## src/rtl/snz_pkg.sv

```systemverilog
package snz_pkg;
   typedef enum logic [1:0] {
      SNZ_AWAKE  = 2'd0,
      SNZ_ASLEEP = 2'd1,
      SNZ_WAKING = 2'd2
   } snz_state_e;
endpackage

```

## src/rtl/snz_sync.sv

```systemverilog
module snz_sync #(
   parameter int STAGES = 2
) (
   input  logic clk,
   input  logic rst_n,
   input  logic d,
   output logic q
);
   logic [STAGES-1:0] chain;

   always_ff @(posedge clk or negedge rst_n) begin
      if (!rst_n) chain <= '0;
      else        chain <= {chain[STAGES-2:0], d};
   end

   assign q = chain[STAGES-1];
endmodule

```

## src/rtl/snz_fsm.sv

```systemverilog
module snz_fsm
   import snz_pkg::*;
#(
   parameter int WAKE_CYC = 2
) (
   input  logic clk,
   input  logic rst_n,
   input  logic req_s,
   output logic gate_en,
   output logic sleep_flag
);
   localparam int CNT_W = (WAKE_CYC > 1) ? $clog2(WAKE_CYC) : 1;

   snz_state_e       state;
   logic [CNT_W-1:0] hold_cnt;

   always_ff @(posedge clk or negedge rst_n) begin
      if (!rst_n) begin
         state    <= SNZ_AWAKE;
         hold_cnt <= '0;
      end else begin
         case (state)
            SNZ_AWAKE:  if (req_s) state <= SNZ_ASLEEP;
            SNZ_ASLEEP: if (!req_s) begin
               state    <= SNZ_WAKING;
               hold_cnt <= CNT_W'(WAKE_CYC - 1);
            end
            SNZ_WAKING: begin
               if (req_s)              state <= SNZ_ASLEEP;
               else if (hold_cnt == '0) state <= SNZ_AWAKE;
               else                     hold_cnt <= hold_cnt - 1'b1;
            end
            default: state <= SNZ_AWAKE;
         endcase
      end
   end

   // the synchronized request gates at once; the state holds the gate through exit
   assign sleep_flag = req_s || (state != SNZ_AWAKE);
   assign gate_en    = !sleep_flag;
endmodule

```

## src/rtl/snz_store.sv

```systemverilog
module snz_store #(
   parameter int ADDR_W     = 4,
   parameter int DATA_W     = 8,
   parameter int BURST_W    = 2,
   parameter bit INTERLEAVE = 1'b0
) (
   input  logic              clk,
   input  logic              rst_n,
   input  logic              gate_en,
   input  logic              hiz,
   input  logic              cs,
   input  logic              start,
   input  logic              adv,
   input  logic              we,
   input  logic [ADDR_W-1:0] addr,
   input  logic [DATA_W-1:0] wdata,
   output logic [DATA_W-1:0] rdata,
   output logic              rdata_oe
);
   localparam int DEPTH = 1 << ADDR_W;

   logic [DATA_W-1:0]  mem [DEPTH];
   logic [ADDR_W-1:0]  base, nxt_base, cur_addr, nxt_addr;
   logic [BURST_W-1:0] ofs, nxt_ofs;
   logic               open_q, act;

   assign act      = gate_en && cs && (start || (adv && open_q));
   assign nxt_base = start ? addr : base;
   assign nxt_ofs  = start ? '0 : ofs + 1'b1;

   generate
      if (INTERLEAVE) begin : g_ilv
         assign cur_addr = {base[ADDR_W-1:BURST_W], base[BURST_W-1:0] ^ ofs};
         assign nxt_addr = {nxt_base[ADDR_W-1:BURST_W], nxt_base[BURST_W-1:0] ^ nxt_ofs};
      end else begin : g_lin
         assign cur_addr = {base[ADDR_W-1:BURST_W], base[BURST_W-1:0] + ofs};
         assign nxt_addr = {nxt_base[ADDR_W-1:BURST_W], nxt_base[BURST_W-1:0] + nxt_ofs};
      end
   endgenerate

   always_ff @(posedge clk or negedge rst_n) begin
      if (!rst_n) begin
         base   <= '0;
         ofs    <= '0;
         open_q <= 1'b0;
      end else if (!gate_en) begin
         open_q <= 1'b0;
      end else if (act) begin
         base   <= nxt_base;
         ofs    <= nxt_ofs;
         open_q <= 1'b1;
      end
   end

   // storage has no reset: contents survive sleep and reset alike
   always_ff @(posedge clk) begin
      if (act && we) mem[nxt_addr] <= wdata;
   end

   assign rdata    = mem[cur_addr];
   assign rdata_oe = open_q && !hiz;
endmodule

```

## src/rtl/snz_sleep_seq.sv

```systemverilog
module snz_sleep_seq #(
   parameter int ADDR_W      = 4,
   parameter int DATA_W      = 8,
   parameter int BURST_W     = 2,
   parameter int SYNC_STAGES = 2,
   parameter int WAKE_CYC    = 2,
   parameter bit INTERLEAVE  = 1'b0
) (
   input  logic              clk,
   input  logic              rst_n,
   input  logic              sleep_req,
   input  logic              cs,
   input  logic              start,
   input  logic              adv,
   input  logic              we,
   input  logic [ADDR_W-1:0] addr,
   input  logic [DATA_W-1:0] wdata,
   output logic [DATA_W-1:0] rdata,
   output logic              rdata_oe,
   output logic              gate_en,
   output logic              hiz_force,
   output logic              sleep_flag
);
   initial begin
      if (SYNC_STAGES < 2)     $error("snz_sleep_seq: SYNC_STAGES must be at least 2");
      if (WAKE_CYC < 1)        $error("snz_sleep_seq: WAKE_CYC must be at least 1");
      if (BURST_W < 1 || BURST_W > ADDR_W)
                               $error("snz_sleep_seq: BURST_W must lie in 1..ADDR_W");
      if (ADDR_W > 12)         $error("snz_sleep_seq: ADDR_W too large for this slice");
   end

   logic req_s;

   snz_sync #(.STAGES(SYNC_STAGES)) i_sync (
      .clk(clk), .rst_n(rst_n), .d(sleep_req), .q(req_s)
   );

   snz_fsm #(.WAKE_CYC(WAKE_CYC)) i_fsm (
      .clk(clk), .rst_n(rst_n), .req_s(req_s),
      .gate_en(gate_en), .sleep_flag(sleep_flag)
   );

   assign hiz_force = sleep_flag;

   snz_store #(
      .ADDR_W(ADDR_W), .DATA_W(DATA_W), .BURST_W(BURST_W), .INTERLEAVE(INTERLEAVE)
   ) i_store (
      .clk(clk), .rst_n(rst_n), .gate_en(gate_en), .hiz(hiz_force),
      .cs(cs), .start(start), .adv(adv), .we(we), .addr(addr), .wdata(wdata),
      .rdata(rdata), .rdata_oe(rdata_oe)
   );
endmodule

```

## config.mk

```make
export PLATFORM = sky130hd
export DESIGN_NAME = snz_sleep_seq
export DESIGN_NICKNAME = d
export VERILOG_FILES = /design/src/rtl/snz_pkg.sv /design/src/rtl/snz_sync.sv /design/src/rtl/snz_fsm.sv /design/src/rtl/snz_store.sv /design/src/rtl/snz_sleep_seq.sv
export SDC_FILE = /design/constraint.sdc
export NUM_CORES = 1
export LEC_CHECK = 0
export BUFFER_PORTS_ARGS = -buffer_cell sky130_fd_sc_hd__buf_2
export CAP_MARGIN = 10
export CORE_MARGIN = 1.5
export CORE_UTILIZATION = 55
export DETAILED_ROUTE_END_ITERATION = 10
export GPL_TIMING_DRIVEN = 0
export PLACE_DENSITY = 0.75
export SETUP_SLACK_MARGIN = 0.5
export SLEW_MARGIN = 20
export SYNTH_ARGS = -nofsm -noshare
export SYNTH_HDL_FRONTEND = slang
export SYNTH_SLANG_ARGS = --single-unit
```

## constraint.sdc

```tcl
create_clock -name clk -period 2.55 [get_ports clk]
set_input_delay 0.51 -clock clk [delete_from_list [all_inputs] [get_ports clk]]
set_output_delay 0.51 -clock clk [all_outputs]
set_load 0.01 [all_outputs]
```

Word-level counts from Yosys, hierarchy flattened. Memory sizes are Yosys's and may differ from the RTL's. Index checks and enable logic that the tools add are counted.

Add/subtract/negate cells: 4. Equality and inequality tests: 6. Reduce and logical (&&, ||, !) cells: 15. Muxes and demuxes: 15. Bitwise gates (word level): 1.

Operator list (number): $mux W2 (5); $mux W1 (7); $ne A2 B2 Y1 const B (3); $pmux W2 S3 (1); $reduce_and A3 Y1 (2); $reduce_bool A2 Y1 (3); $logic_and A1 B1 Y1 (5); $add A2 B2 Y2 (2); $mux W4 (1); $ne A3 B3 Y1 const B (1); $add A2 B1 Y2 const B (1); $eq A2 B1 Y1 const B (1); $eq A2 B2 Y1 const B (1); $logic_not A2 Y1 (1); $logic_or A1 B1 Y1 (2); $pmux W1 S2 (1); $reduce_and A2 Y1 (1); $logic_not A1 Y1 (1); $not A1 Y1 (1); $sub A1 B1 Y1 const B (1).

Bits in writable memories: 128. Logic and storage cells: 48. Memories kept: 1. Input port bits: 19. Flip-flop bits (word level): 12. Output and inout bits: 12.

Memory list: i_store.mem (words 16, bits a word 8, rd ports 1, clocked after memory_dff 0, write ports 1, line snz_store.sv:22) `logic [DATA_W-1:0] mem [DEPTH];`.

Longest topological paths before layout. Gate-level depths: netlist (run 1).

Word-level depth: 8. Gate-level depth with buffers: 7. Mapped depth without buffers: 5.

By module. A second synthesis (run 1) with hierarchy kept.

Cell total of the unflattened synthesis: 409. Area total of the unflattened synthesis: 6432.4 um^2.

Modules (own cells, without submodules): snz_store (cells each 394, sequential area each 4018.9 um^2, times used 1, area an instance 6234.7 um^2); snz_fsm (cells each 12, sequential area each 75.1 um^2, times used 1, area an instance 140.1 um^2); snz_sync (cells each 2, sequential area each 50.0 um^2, times used 1, area an instance 50.0 um^2); snz_sleep_seq (cells each 1, sequential area each 0.0 um^2, times used 1, area an instance 7.5 um^2).

Least setup slack after synthesis (run 1). No wires, ideal clock.

Path type: input to register. Start point: in start. End point: mem i_store.mem[0][0], enable pin. Stages: 6. Data arrival time: 2.376 ns. Path slack: -0.209 ns. Buffers on the path: 2. Data required time: 2.167 ns. Cell sequence: clkbuf_1 clkbuf_1 nor2_1 ha_1 nand3b_2 nor3_1.

RTL lines: start: declaration (line snz_sleep_seq.sv:13) `input logic start,`; $mux W2 (line snz_store.sv:29) `assign nxt_ofs = start ? '0 : ofs + 1'b1;`; named net i_store.nxt_ofs[0] (line snz_store.sv:24) `logic [BURST_W-1:0] ofs, nxt_ofs;`; $add A2 B2 Y2 (line snz_store.sv:37) `assign nxt_addr = {nxt_base[ADDR_W-1:BURST_W], nxt_base[BURST_W-1:0] + nxt_ofs};`; end: declaration (line snz_store.sv:22).

The timed path passes the listed nets, and every way through them passes these cells.

Worst setup path in the final report (run 1).
Start point: reg i_store.ofs[1]. End point: out rdata[3].

Cells in the longest elaborated chain, start to end: 2.

RTL lines: start: declaration (line snz_store.sv:24); start signal: assignment (line snz_store.sv:50) `ofs <= nxt_ofs;`; $add A2 B2 Y2 (line snz_store.sv:36) `assign cur_addr = {base[ADDR_W-1:BURST_W], base[BURST_W-1:0] + ofs};`; $mem_v2 Z16 W8; end: declaration (line snz_sleep_seq.sv:18) `output logic [DATA_W-1:0] rdata,`.

No other way between the ends.

==> results.tsv, run 1 <==
stage	metric	value	unit
logic_synthesis	synth_warnings	0	
power_and_ir_drop	p_sw	3.02	mW
cells_and_area	nets	529	
logic_synthesis	synthesis.area	6380	sq um
worst_setup_path	crit_fanout	6	
logic_synthesis	synth-seq-cells	140	
clock_network	cts_max_level	4	
global_routing	grtUsageTotal	0.260	
logic_synthesis	synth-edff-count	128	
worst_hold_path	worstHoldPathCells	1	
place	gp_congestion	0.800	
clock_network	clkSlewWorstSetupHoldPaths	60	ps
power_and_ir_drop	peakVddDrop	903	uV
die	die_area	12300	sq um
timing	setup_viol_count_final	8	
worst_setup_path	worst-r2r-cell-count	8	
worst_hold_path	hp-class	primary input to flop	
logic_synthesis	async_flop_share	0.0857	
die	coreArea	11400	sq um
detailed_routing	first_iter_violations	311	
logic_synthesis	yosys_most_used_dff	edfxtp_1	
global_routing	overflow	0	
timing	fin_ws	-516	ps
run_status	status	complete, but fails checks	
detailed_routing	ant_nets	0	
clock_network	numCtsBuffers	17	
worst_setup_path	crit_required	2040	ps
timing	clock_skew	11.2	ps
detailed_routing	wirelength	15200	um
timing	rsz0062_at_grt	yes	
power_and_ir_drop	p_sw_frac	0.338	
detailed_routing	routedWlPerCell	22.9	um
power_and_ir_drop	p_int	5.92	mW
worst_setup_path	critPathLaunch	i_store.ofs[1]$_DFFE_PN0P_	
cells_and_area	syn_to_final_growth	33.0	%
detailed_routing	viasPerCell	6.12	
worst_setup_path	cpMaxStageDelayCell	xnor3_2	
global_routing	grt_max_degree	17	
run_status	violations	setup timing	
clock_network	cts_tree	yes	
timing	fin_setup_tns	-3710	ps
worst_setup_path	worstPathCellList	buf_6, xnor3_2, buf_4, mux2i_1, a22o_1, nor4_4, buf_2	
die	fp-row-count	39	
worst_setup_path	cp-start-kind	flop	
global_routing	grt_pass1_vias	4252	
timing	slew_headroom	0.280	
run	maxCapViolations	0	
global_routing	grt_antenna_before_repair	0	
power_and_ir_drop	seq_power_share	0.291	
place	placed_cell_area	7080	sq um
worst_setup_path	crit_family	XOR/XNOR gates	
cells_and_area	antenna_cells	0	
power_and_ir_drop	p_total	8.94	mW
timing	clock.fmax	0.326	GHz
worst_setup_path	worstSetupPathType	flop to output pin	
worst_setup_path	worstPathArrival	2560	ps
worst_setup_path	crit_cells	7	
cells_and_area	stdcell_area	8490	sq um
worst_setup_path	reg2reg_from	i_sync.chain[1]$_DFF_PN0_	
clock_network	clock-root-buffer	clkbuf_16	
power_and_ir_drop	cellPowerDensity	1050	nW/um^2
die	start_util	0.562	
place	io_buffer_count	29	
place	hpwl	9000	um
timing	min_period_over_period	1.20	
die	dieWidth	111	um
die	die_height	111	um
worst_setup_path	path_buf_inv	3	
power_and_ir_drop	share_comb_of_total_power	0.449	
power_and_ir_drop	p_clk_frac	0.260	
logic_synthesis	synth_cell_types	45	
clock_network	clk_latency	410	ps
logic_synthesis	seq_area_frac_synth	0.649	
clock_network	numClockSinks	140	
power_and_ir_drop	power_leakage	3.18	nW
global_routing	grt_pass1_wl	23700	um
worst_setup_path	end_kind	output pin	
logic_synthesis	synth_fp_nets	424	
timing	final-max-slew-violation-count	0	
detailed_routing	drc	0	
timing	hold_viol	0	
timing	min_period	3070	ps
detailed_routing	dr.pass1.iters	5	
clock_network	cts.path.max_buffers	2	
timing	worst_pin_slew	1080	ps
worst_setup_path	worst_path_largest_cell_delay	530	ps
worst_hold_path	hp-start	sleep_req	
detailed_routing	vias	4062	
die	io_pins	31	
cells_and_area	drive_gt1_frac	0.369	
logic_synthesis	syn_inst	403	
logic_synthesis	syn_avg_cell_area	15.8	sq um
[registers in the layout (all words and copies together), names as in the netlist]
register and count:
i_store.open_q 1, i_sync.chain 2, i_fsm.hold_cnt 1, i_store.ofs 2
i_store.base 4, i_store.mem 128, i_fsm.state 2
[synth_stat cells (4+ instances only)]
cell type	count	area, sq um
nand2_1	6	22.5
nor4_2	7	87.6
o21ai_0	4	20.0
buf_2	8	40.0
clkbuf_1	5	18.8
dfrtp_1	12	300
inv_1	4	15.0
mux2i_1	117	1170
nor2_1	15	56.3
a21oi_1	4	20.0
mux2_2	7	78.8
a22o_1	14	123
edfxtp_1	128	3840
o22ai_1	14	87.6
nor3_1	16	80.1
buf_4	4	30.0
[through the flow]
| stage | hold WS (ps) | instances | setup WS (ps) | util |
|---|---|---|---|---|
| after floorplan | 214 | 403 | 242 | - |
| after global placement | 336 | 575 | -105 | 0.623 |
| after detailed placement | 337 | 575 | -208 | 0.623 |
| after CTS | 194 | 655 | -502 | 0.736 |
| after global routing | 190 | 664 | -599 | 0.747 |
| final | 198 | 664 | -516 | 0.747 |
[layer usage]
layer | wire length, um | GRT usage | vias up | part of all wire
met4 | 241 | 0.0838 | 0 | 0.016
li1 | - | - | 1821 | -
met5 | 0 | 0 | - | 0
met3 | 777 | 0.0508 | 24 | 0.051
met2 | 8110 | 0.461 | 158 | 0.53
met1 | 6110 | 0.324 | 2059 | 0.40
[area by class of cell]
class                           instances  area, sq um
Clock inverter                         15          138
Tap cell                              143          179
Multi-Input combinational cell        238         2480
Sequential cell                       140         4150
Fill cell                             654         2880
Clock buffer                           17          425
Timing Repair Buffer                   86          901
Inverter                                4         17.5
Buffer                                 21          198
[power by group through the flow]
stage	sequential (mW)	clock [mW]	combinational, mW
global route	2.60	2.45	4.22
detailed placement	2.66	0	3.19
global placement	2.65	0	3.12
finish	2.60	2.32	4.02
floorplan	2.65	0	2.50
CTS	2.60	2.34	3.82
[worst register-to-register path, cell delays in order, from the launching register on]
cell      delay [ps]
dfrtp_1          370
or3_1            400
clkbuf_8         170
nor3b_4          180
buf_6            160
nand3b_4         170
buf_6            190
nor3_4           230
buf_12           160
[kinds of logic after synthesis]
group,Yosys count,share of synthesized area
DFF,140,0.649
muxes,125,0.198
and+or+nand+nor,61,0.0607
AOI/OAI and AO/OA,45,0.0510
buffers and inverters,25,0.0241
xor gates and xnor gates,5,0.0133
adders and majority gates,2,0.00392
[what timing repair did]
action,CTS,global route
cloned,1,0
pin swaps,24,7
endpoints found under the hold margin,12,0
hold buffers,1,0
setup endpoints to repair,139,140
buffers inserted,46,9
resized for setup,36,15
[final timing paths]
kind                                          endpoint  slack (ps)
max in group asynchronous   i_store.ofs[0]$_DFFE_PN0P_        1790
hold reg to reg              i_sync.chain[1]$_DFF_PN0_         350
hold / removal               i_sync.chain[0]$_DFF_PN0_         200
min in group asynchronous    i_sync.chain[0]$_DFF_PN0_         520
setup / recovery                              rdata[3]        -520
setup reg to reg           i_store.mem[6][3]$_DFFE_PP_         240
[cell usage in the layout (no fill, tap or decap), drive strengths merged, types with 4 or more instances in the layout]
cell      n
a21oi     4
a22o     14
buf     100
clkbuf   23
clkinv    6
dfrtp    12
edfxtp  128
inv      10
mux2      7
mux2i   118
nand2     6
nor2     15
nor3     16
nor4      7
o21ai     4
o22ai    14
Power figures use the tool's default switching activity.
==> inputs of run 2 (changes only) <==
PLACE_DENSITY = 0.73   (was 0.75)
SLEW_MARGIN = default   (was 20)
clock period = 3.35 ns   (was 2.55 ns; I/O delays follow)
==> results.tsv, run 2 (synthesis results as in run 1) <==
stage	metric	value	unit
run_status	status	complete, no violations	
worst_setup_path	r2r-end	i_store.mem[9][3]$_DFFE_PP_	
clock_network	clkSlewWorstSetupHoldPaths	60	ps
die	fp-row-count	39	
worst_setup_path	worstPathCellList	buf_6, xnor3_2, buf_12, buf_16, mux2i_1, a22o_1, nor4_2, buf_2	
power_and_ir_drop	p_total	6.23	mW
die	dieWidth	111	um
global_routing	grtUsageTotal	0.235	
worst_setup_path	worstSetupPathType	flop to output pin	
die	start_util	0.562	
timing	setup_viol_count_final	0	
clock_network	cts_max_level	4	
detailed_routing	drc	0	
timing	rsz0062_at_grt	yes	
timing	hold_ws	127	ps
detailed_routing	ant_nets	0	
cells_and_area	largest_register_ffs	128	
clock_network	cts_tree	yes	
cells_and_area	final_common_cell	edfxtp_1	
timing	min_period	3250	ps
die	die_area	12300	sq um
global_routing	overflow	0	
power_and_ir_drop	cellPowerDensity	810	nW/um^2
worst_setup_path	reg2reg_slack	410	ps
global_routing	grt_max_degree	17	
clock_network	cts.path.max_buffers	2	
worst_setup_path	reg2reg_from	i_store.ofs[1]$_DFFE_PN0P_	
timing	worst_pin_slew	956	ps
run	maxCapViolations	0	
cells_and_area	fill_cells	770	
clock_network	numClockSinks	140	
timing	slew_headroom	0.360	
place	gp_congestion	0.868	
cells_and_area	drive_gt1_frac	0.287	
timing	final-max-slew-violation-count	0	
detailed_routing	viasPerCell	6.04	
die	coreArea	11400	sq um
worst_setup_path	crit_cells	8	
cells_and_area	stdcell_area	7690	sq um
worst_setup_path	worst_path_largest_cell_delay	500	ps
timing	hold_viol	0	
detailed_routing	vias	3787	
timing	clock.fmax	0.308	GHz
worst_setup_path	worstPathArrival	2580	ps
worst_setup_path	crit_fanout	7	
cells_and_area	syn_to_final_growth	20.5	%
clock_network	clock-root-buffer	clkbuf_16	
clock_network	numCtsBuffers	17	
global_routing	grt_pass1_wl	21300	um
die	io_pins	31	
worst_setup_path	worst-r2r-cell-count	8	
timing	clock_skew	4.13	ps
timing	min_period_over_period	0.969	
cells_and_area	final_core_util	0.677	
detailed_routing	dr.pass1.iters	5	
clock_network	clk_latency	420	ps
worst_setup_path	path_buf_inv	4	
place	hpwl	9090	um
power_and_ir_drop	peakVddDrop	481	uV
worst_setup_path	cp-start-kind	flop	
cells_and_area	final_cell_mix	edfxtp_1 (128), mux2i_1 (117), buf_2 (37), buf_4 (19), clkbuf_16 (17)	
cells_and_area	nets	492	
worst_setup_path	end_kind	output pin	
power_and_ir_drop	power_leakage	2.84	nW
worst_hold_path	hp-class	primary input to async pin	
global_routing	grt_antenna_before_repair	0	
place	io_buffer_count	29	
cells_and_area	antenna_cells	0	
cells_and_area	largest-register	i_store.mem	
worst_setup_path	crit_required	2680	ps
worst_setup_path	crit_family	buffers and inverters	
detailed_routing	routedWlPerCell	22.0	um
detailed_routing	wirelength	13800	um
global_routing	grt_pass1_vias	3872	
place	placed_cell_area	6740	sq um
clock_network	cts_hold_buf	0	
cells_and_area	largestRegisters	i_store.mem: 128 flops, i_store.base: 4 flops	
cells_and_area	regArea	4150	sq um
die	die_height	111	um
cells_and_area	multiInputGateArea	2320	sq um
worst_setup_path	critPathLaunch	i_store.ofs[1]$_DFFE_PN0P_	
worst_setup_path	endpoint	rdata[5]	
detailed_routing	first_iter_violations	284	
worst_setup_path	cpMaxStageDelayCell	xnor3_2	
-- run 2: cell count changes in the layout (fill, tap and decap cells not counted), moves of 4 or more --
cell	previous run	this run
nor4_2	0	6
inv_6	5	1
buf_2	27	37
nor4_4	7	1
buf_6	28	2
mux2i_1	113	117
buf_12	19	3
buf_4	24	19
-- run 2: worst reg2reg max path, delay by kind of cell (launching register included) --
kind,cells,cell delay (ps)
XOR/XNOR,2,700
flip-flops,1,370
AND/OR/NAND/NOR,1,450
buffers and inverters,4,680
multiplexers,1,450
-- run 2: power by group --
part / switching, mW / internal, mW
clock network: 0.707 / 1.02
logic: 1.34 / 1.20
registers: 0.0311 / 1.94
-- run 2: area by class of cell --
class                           instances  share of cell area
Multi-Input combinational cell        238               0.301
Tap cell                              143              0.0233
Buffer                                 21              0.0203
Clock buffer                           18              0.0558
Inverter                                4             0.00195
Sequential cell                       140               0.539
Clock inverter                         14              0.0161
Timing Repair Buffer                   49              0.0426
-- run 2: layer usage --
metal  routed length [um]  global-route usage  vias up
met4                  267              0.0906        0
met1                 5640               0.295     1910
met3                  605              0.0476       22
li1                     -                   -     1741
met2                 7280               0.404      114
met5                    0                   0        -
-- run 2: repair_timing --
item                       CTS  global route
gates resized for setup     25            23
setup endpoints to repair   92           124
buffers inserted            11             2
pin swaps                    7             8
gates cloned                 1             0
-- run 2: worst min path at each step --
stage	startpoint	endpoint	slack (ps)	cells after the start
finish	rst_n	i_sync.chain[1]$_DFF_PN0_	130	1
global placement	i_sync.chain[0]$_DFF_PN0_	i_sync.chain[1]$_DFF_PN0_	340	0
global route	rst_n	i_store.base[0]$_DFFE_PN0P_	140	1
CTS	rst_n	i_store.base[0]$_DFFE_PN0P_	130	1
detailed placement	i_sync.chain[0]$_DFF_PN0_	i_sync.chain[1]$_DFF_PN0_	340	0
floorplan	i_sync.chain[0]$_DFF_PN0_	i_sync.chain[1]$_DFF_PN0_	330	0
-- run 2: stage by stage --
stage	setup WS, ps	setup TNS [ps]	instances
final	104	0	627
after global routing	19.7	0	627
after CTS	114	0	625
after detailed placement	-167	-6930	581
after global placement	-268	-12490	575
after floorplan	431	0	403
==> inputs of run 3 (changes only) <==
BUFFER_PORTS_ARGS = -buffer_cell sky130_fd_sc_hd__buf_4   (was -buffer_cell sky130_fd_sc_hd__buf_2)
==> results.tsv, run 3 (synthesis results as in run 1) <==
stage	metric	value	unit
clock_network	numCtsBuffers	17	
die	coreArea	11400	sq um
cells_and_area	nets	487	
cells_and_area	drive_gt1_frac	0.280	
place	hpwl	8910	um
worst_setup_path	crit_required	2680	ps
worst_setup_path	worstPathArrival	2520	ps
detailed_routing	drc	0	
worst_setup_path	worst-r2r-cell-count	6	
die	fp-row-count	39	
run	maxCapViolations	0	
timing	final-max-slew-violation-count	0	
timing	rsz0062_at_grt	yes	
worst_setup_path	reg2reg_slack	550	ps
timing	slew_headroom	0.424	
timing	hold_viol	0	
cells_and_area	largest_register_ffs	128	
clock_network	clock-root-buffer	clkbuf_16	
clock_network	cts_max_level	4	
timing	clock.fmax	0.313	GHz
timing	hold_ws	86.3	ps
cells_and_area	largest-register	i_store.mem	
detailed_routing	first_iter_violations	220	
timing	clock_skew	10.8	ps
global_routing	overflow	0	
timing	min_period	3190	ps
global_routing	grt_max_degree	17	
place	io_buffer_count	29	
clock_network	clkSlewWorstSetupHoldPaths	60	ps
power_and_ir_drop	cellPowerDensity	838	nW/um^2
detailed_routing	viasPerCell	6.02	
global_routing	grt_pass1_vias	3745	
global_routing	grtUsageTotal	0.228	
worst_setup_path	reg2reg_from	i_sync.chain[1]$_DFF_PN0_	
clock_network	cts_tree	yes	
cells_and_area	antenna_cells	0	
worst_setup_path	critPathLaunch	i_store.ofs[1]$_DFFE_PN0P_	
cells_and_area	final_common_cell	edfxtp_1	
cells_and_area	largestRegisters	i_store.mem: 128 flops, i_store.base: 4 flops	
cells_and_area	multiInputGateArea	2270	sq um
cells_and_area	regArea	4150	sq um
global_routing	grt_antenna_before_repair	0	
worst_setup_path	worstSetupPathType	flop to output pin	
timing	fin_setup_tns	0	ps
worst_setup_path	r2r-end	i_store.mem[11][3]$_DFFE_PP_	
timing	worst_pin_slew	858	ps
cells_and_area	final_cell_mix	edfxtp_1 (128), mux2i_1 (117), buf_4 (44), clkbuf_16 (18), a22o_1 (14)	
die	dieWidth	111	um
cells_and_area	syn_to_final_growth	21.5	%
clock_network	numClockSinks	140	
worst_hold_path	hp-class	primary input to async pin	
global_routing	grt_pass1_wl	20700	um
place	place_ws	-247	ps
cells_and_area	fill_cells	781	
detailed_routing	dr.pass1.iters	5	
clock_network	cts.path.max_buffers	2	
power_and_ir_drop	p_total	6.50	mW
timing	min_period_over_period	0.952	
detailed_routing	wirelength	13500	um
worst_setup_path	end_kind	output pin	
clock_network	clk_latency	420	ps
worst_setup_path	cp-start-kind	flop	
detailed_routing	routedWlPerCell	21.6	um
timing	setup_viol_count_final	0	
place	gp_congestion	0.836	
detailed_routing	vias	3744	
timing	fin_ws	159	ps
worst_setup_path	crit_fanout	5	
die	io_pins	31	
run_status	status	complete, no violations	
die	start_util	0.562	
die	die_area	12300	sq um
power_and_ir_drop	peakVddDrop	702	uV
detailed_routing	ant_nets	0	
cells_and_area	final_core_util	0.682	
die	die_height	111	um
power_and_ir_drop	power_leakage	2.84	nW
-- run 3: cell types whose count changed in the layout (fill, tap and decap cells not counted), moves of 2 or more --
cell and delta:
buf_2 -33, buf_4 +25, buf_6 +3, clkinv_2 -2, clkinv_4 -2, inv_6 +3, nor3_1 +2, nor3_4 -3
nor4_2 -2, nor4_4 +2
-- run 3: metal layers --
metal / share of wire / track usage / vias up
li1: - / - / 1734
met3: 0.065 / 0.0519 / 19
met5: 0 / 0 / -
met4: 0.015 / 0.0761 / 0
met1: 0.40 / 0.293 / 1859
met2: 0.52 / 0.384 / 132
-- run 3: how the worst max path moves through the flow --
stage	endpoint	slack (ps)	cells past startpoint
2_1_floorplan	i_store.mem[0][0]$_DFFE_PP_	430	6
3_3_place_gp	i_store.mem[12][6]$_DFFE_PP_	-250	6
3_5_place_dp	i_store.mem[4][7]$_DFFE_PP_	-250	6
4_1_cts	rdata[2]	50	8
5_1_grt	rdata[2]	80	8
6_report	rdata[2]	160	8
-- run 3: where the power goes --
part	internal (mW)	total [mW]	switching (mW)	leakage, nW
Combinational	1.33	2.69	1.35	1.27
Clock	1.11	1.84	0.733	0.280
Sequential	1.94	1.97	0.0253	1.29
Total	4.39	6.50	2.11	2.84
-- run 3: final cells by class --
cell class	count	area share
Clock buffer	18	0.0553
Sequential cell	140	0.534
Multi-Input combinational cell	238	0.293
Buffer	21	0.0227
Inverter	4	0.00194
Timing Repair Buffer	44	0.0487
Tap cell	143	0.0231
Clock inverter	14	0.0206
-- run 3: critical path, stage by stage, from the launching register on --
cell and delay [ps]:
dfrtp_1 370, buf_6 140, xnor3_2 400, buf_8 170, buf_16 140, mux2i_1 110
a22o_1 290, nor4_4 320, buf_4 180
-- run 3: through the flow --
stage	cell area [sq um]	cells
after floorplan	6380	403
after global placement	6780	575
after detailed placement	6810	579
after CTS	7600	619
after global routing	7760	622
final	7760	622
-- run 3: repair_timing --
item,in CTS,in global routing
hold buffers,0,0
gates resized for setup,25,30
pin swaps,8,9
gates cloned,1,1
setup endpoints to repair,88,119
setup buffers,7,2
